**config.mk**
```make
export PLATFORM = sky130hd
export DESIGN_NAME = line_relay_guard
export DESIGN_NICKNAME = d
export VERILOG_FILES = /design/src/rtl/line_relay_guard_pkg.sv /design/src/rtl/lrg_use_detect.sv /design/src/rtl/lrg_settle_timer.sv /design/src/rtl/lrg_sequencer.sv /design/src/rtl/line_relay_guard.sv
export SDC_FILE = /design/constraint.sdc
export NUM_CORES = 1
export LEC_CHECK = 0
export BUFFER_PORTS_ARGS = -buffer_cell sky130_fd_sc_hd__buf_4
export CAP_MARGIN = 20
export CELL_PAD_IN_SITES_DETAIL_PLACEMENT = 0
export CELL_PAD_IN_SITES_GLOBAL_PLACEMENT = 2
export CORE_MARGIN = 10
export CORE_UTILIZATION = 32
export CTS_CLUSTER_DIAMETER = 100
export DETAILED_ROUTE_END_ITERATION = 7
export PLACE_DENSITY_LB_ADDON = 0.1
export SYNTH_ARGS = -nofsm -noshare
export SYNTH_HDL_FRONTEND = slang
export SYNTH_HIERARCHICAL = 1
export SYNTH_SLANG_ARGS = --single-unit
```
**constraint.sdc**
```tcl
create_clock -name clk -period 2.1 [get_ports clk]
set_input_delay 0.315 -clock clk [delete_from_list [all_inputs] [get_ports clk]]
set_output_delay 0.315 -clock clk [all_outputs]
set_load 0.005 [all_outputs]
```
**src/rtl/line_relay_guard_pkg.sv**
```systemverilog
package line_relay_guard_pkg;
    typedef enum logic [1:0] {
        OPEN_IDLE = 2'd0,
        CLOSING   = 2'd1,
        CLOSED    = 2'd2,
        OPENING   = 2'd3
    } guard_state_t;

    localparam int unsigned NUM_USES = 5;
endpackage

```
**src/rtl/lrg_use_detect.sv**
```systemverilog
module lrg_use_detect
    import line_relay_guard_pkg::*;
(
    input  logic [NUM_USES-1:0] uses_i,
    output logic                want_o
);
    // Digital use of the line is the OR of every reported use
    assign want_o = |uses_i;
endmodule

```
**src/rtl/lrg_settle_timer.sv**
```systemverilog
module lrg_settle_timer #(
    parameter int unsigned SETTLE_CYCLES = 1_000_000
) (
    input  logic clk,
    input  logic rst_n,
    input  logic load_i,
    output logic zero_o
);
    localparam int unsigned CW = $clog2(SETTLE_CYCLES + 1);
    localparam logic [CW-1:0] RELOAD = CW'(SETTLE_CYCLES - 1);

    logic [CW-1:0] remain_q;

    always_ff @(posedge clk) begin
        if (!rst_n) begin
            remain_q <= '0;
        end else if (load_i) begin
            remain_q <= RELOAD;
        end else if (remain_q != '0) begin
            remain_q <= remain_q - 1'b1;
        end
    end

    assign zero_o = (remain_q == '0);
endmodule

```
**src/rtl/lrg_sequencer.sv**
```systemverilog
module lrg_sequencer
    import line_relay_guard_pkg::*;
(
    input  logic clk,
    input  logic rst_n,
    input  logic want_i,
    input  logic zero_i,
    output logic load_o,
    output logic relay_close_o,
    output logic settled_o,
    output logic stamp_valid_o,
    output logic out_force_low_o
);
    guard_state_t state_q, state_d;

    // Next state and timer reload
    always_comb begin
        state_d = state_q;
        load_o  = 1'b0;
        unique case (state_q)
            OPEN_IDLE: begin
                if (want_i) begin
                    state_d = CLOSING;
                    load_o  = 1'b1;
                end
            end
            CLOSING: begin
                if (!want_i) begin
                    state_d = OPENING;
                    load_o  = 1'b1;
                end else if (zero_i) begin
                    state_d = CLOSED;
                end
            end
            CLOSED: begin
                if (!want_i) begin
                    state_d = OPENING;
                    load_o  = 1'b1;
                end
            end
            OPENING: begin
                if (zero_i) begin
                    state_d = OPEN_IDLE;
                end
            end
            default: state_d = OPEN_IDLE;
        endcase
    end

    // State register
    always_ff @(posedge clk) begin
        if (!rst_n) state_q <= OPEN_IDLE;
        else        state_q <= state_d;
    end

    // Outputs decoded from state
    always_comb begin
        relay_close_o   = 1'b0;
        settled_o       = 1'b0;
        stamp_valid_o   = 1'b0;
        out_force_low_o = 1'b1;
        unique case (state_q)
            OPEN_IDLE: ;
            CLOSING:   relay_close_o = 1'b1;
            CLOSED: begin
                relay_close_o   = 1'b1;
                settled_o       = 1'b1;
                stamp_valid_o   = 1'b1;
                out_force_low_o = 1'b0;
            end
            OPENING:   ;
            default:   ;
        endcase
    end
endmodule

```
**src/rtl/line_relay_guard.sv**
```systemverilog
module line_relay_guard
    import line_relay_guard_pkg::*;
#(
    parameter int unsigned SETTLE_CYCLES = 1_000_000
) (
    input  logic clk,
    input  logic rst_n,
    input  logic route_src_i,
    input  logic route_dst_i,
    input  logic stamp_en_i,
    input  logic sched_out_i,
    input  logic dc_ref_i,
    output logic relay_close_o,
    output logic settled_o,
    output logic stamp_valid_o,
    output logic out_force_low_o
);
    logic want;
    logic load;
    logic zero;

    lrg_use_detect u_detect (
        .uses_i ({dc_ref_i, sched_out_i, stamp_en_i, route_dst_i, route_src_i}),
        .want_o (want)
    );

    lrg_settle_timer #(.SETTLE_CYCLES(SETTLE_CYCLES)) u_timer (
        .clk    (clk),
        .rst_n  (rst_n),
        .load_i (load),
        .zero_o (zero)
    );

    lrg_sequencer u_seq (
        .clk             (clk),
        .rst_n           (rst_n),
        .want_i          (want),
        .zero_i          (zero),
        .load_o          (load),
        .relay_close_o   (relay_close_o),
        .settled_o       (settled_o),
        .stamp_valid_o   (stamp_valid_o),
        .out_force_low_o (out_force_low_o)
    );
endmodule

```
==> flow_summary_export.csv <==
group,metric,value,unit
yosys,synthFlopType,"dfxtp_1",
yosys,syn_nets,180,
sta,setup_tns,0,ps
yosys,syn_inst,167,
floorplanning,core_area,0.00409,mm^2
sta,skew,1.54,ps
routing,drt_first_iter_violations,75,
grt,antenna_found_initial,0,
sta,fmax,504,MHz
finish,n_antenna_cell,0,
yosys,netlist.area_leader.share,32.0,%
sta,setup_viol,0,
critical_path,crit_required,2260,ps
finish,layout.nets,205,
pwr,switching_share,41.1,%
sta,min_period,1980,ps
floorplanning,initial_core_util,33.6,%
cts,insertion_delay,260,ps
yosys,syn-cell-area,0.00138,mm^2
routing,dr_wl_met3,149,um
sta,rsz0062_at_grt,"false",
sta,finalCritPeriodShare,94.4,%
critical_path,worstPathMaxFanout,5,
critical_path,worstSetupPathType,"flop to flop",
routing,drt-met1-wl,1860,um
sta,drv_slew,0,
cts,cts_setup_buffers,0,
finish,mostFrequentLayoutCell,"buf_4",
pwr,ir_drop,461,uV
floorplanning,io_pins,11,
grt,grt_remaining_overflow,0,
yosys,ys_types,42,
pwr,p_switching,872,uW
sta,tightest_slew,440,ps
critical_path,crit_start,"u_timer/remain_q[0]",
routing,vias,1349,
cts,clk_pin_slew,90,ps
sta,holdWs,389,ps
routing,postRouteAntennaNets,0,
floorplanning,num_rows,23,
min_path,holdCritStartpoint,"rst_n",
placement,dp_hpwl,2830,um
floorplanning,die_w,85.6,um
pwr,leakagePower,0.000650,uW
pwr,p_clk_share,15.0,%
pwr,power.internal,1250,uW
cts,cts_tree,"yes",
placement,placed_cells,237,
routing,dr.pass1.iters,4,
cts,cts_root_buf,"clkbuf_8",
pwr,p_seq_share,30.5,%
critical_path,critPathArrivalTime,2140,ps
min_path,hold_path.class,"primary input to flop",
routing,viasPerCell,5.60,
floorplanning,die-area,0.00732,mm^2
yosys,synth_seq_cells,22,
routing,wirelength,3740,um
cts,cts_buffers,3,
pwr,p_per_area,1260,mW/mm^2
finish,synthToLayoutAreaGrowth,22.2,%
finish,drive_gt1_share,22.0,%
critical_path,r2r-start,"u_timer/remain_q[0]",
cts,h-tree-depth,1,
yosys,syn_area_per_cell,8.23,um^2
cts,max-clock-path-buffers,2,
finish,layout.cells.non_filler,241,
finish,mostFrequentLayoutCells,"buf_4 (28), dfxtp_1 (22), nor2_1 (14)",
routing,routedWlPerCell,15.5,um
critical_path,start_kind,"flop",
floorplanning,die_h,85.6,um
yosys,yosysTopAreaCell,"dfxtp_1",
pwr,pwr-share-comb,54.5,%
sta,finalHoldViolCount,0,
grt,grt_pass1_vias,1283,
grt,grt_pass1_wl,6300,um
routing,drc_errors,0,
placement,gp_congestion,0.814,
grt,grt_use_total,10.3,%
outcome,outcome,"completed",
cts,clock-sinks,22,
yosys,synth_edf_count,0,
sta,slew_headroom,70.4,%
yosys,async_flop_share,0,%
yosys,ys.warnings.count,6,
run,cap_violations,0,
routing,route.met2.wl,1690,um
placement,port_buffers,10,
yosys,synthTopCellsByArea,"dfxtp_1 (32%), o31a_1 (7.6%), ha_1 (5.5%)",
critical_path,endpoint_kind,"flop",
routing,top_layer_used,"met4",
grt,grt_max_degree,19,
yosys,seq_area_frac_synth,32.0,%
layout make-up:
type                            instances  area, um^2
Fill cell                             425        2410
Multi-Input combinational cell        127         875
Sequential cell                        22         440
Timing Repair Buffer                   28         210
Tap cell                               50        62.6
Clock buffer                            4        55.1
Inverter                               10        37.5
what timing repair did:
item,in CTS,in global routing
hold buffers,0,0
setup endpoints to repair,0,4
resized for setup,0,4
cells by family after synthesis:
| group | after synthesis | synth area share, % |
|---|---|---|
| flops | 22 | 32.0 |
| mux | 3 | 2.27 |
| fa+ha+maj | 6 | 5.46 |
| compound gates | 44 | 23.8 |
| buf+inv | 18 | 5.82 |
| simple gates | 74 | 30.6 |
critical path, stage by stage, from the launching register on:
cell	delay, ps
dfxtp_1	350
inv_1	70
ha_1	190
or3b_4	420
or3_1	380
o31a_1	240
o31a_1	230
path summary, 6_finish.rpt:
kind	to	depth (start not counted)	slack, ps
max	u_timer/remain_q[18]	6	120
min	u_timer/remain_q[19]	2	390
max reg2reg	u_timer/remain_q[18]	6	120
min reg2reg	u_timer/remain_q[7]	2	490
cells in the mapped netlist (5+ instances only):
cell type	number
inv_1	10
nor2_1	15
nor4_1	11
o21ai_0	7
clkbuf_1	5
a21oi_1	8
ha_1	6
dfxtp_1	22
nor3_1	7
nand2_1	9
o31a_1	12
nand2b_1	6
or4_1	5
state kept, by name, indices dropped and copies added (netlist names):
| name | cells |
|---|---|
| u_seq/state_q | 2 |
| u_timer/remain_q | 20 |
routing by layer:
layer  GRT usage (%)  vias to the layer above
met2            16.3                       23
met1            13.3                      642
met3            2.46                        4
li1                -                      680
met4            3.44                        0
met5               0                        -
stage by stage:
stage	setup WS, ps	instance area [um^2]	total power, uW	utilization [%]
5_1_grt	12.6	1680	2310	41.1
4_1_cts	82.2	1670	2120	40.8
2_1_floorplan	44.8	1380	1380	-
3_3_place_gp	133	1610	1770	39.4
6_report	118	1680	2120	41.1
3_5_place_dp	98.2	1610	1790	39.4
power by group through the flow:
| stage | Clock, uW | Sequential (uW) | Combinational (uW) |
|---|---|---|---|
| after floorplan | 0 | 633 | 751 |
| after global placement | 0 | 651 | 1110 |
| after detailed placement | 0 | 653 | 1140 |
| after CTS | 333 | 643 | 1140 |
| after global routing | 351 | 663 | 1300 |
| final | 318 | 648 | 1160 |
No activity file was read; power rests on OpenSTA's default activity.
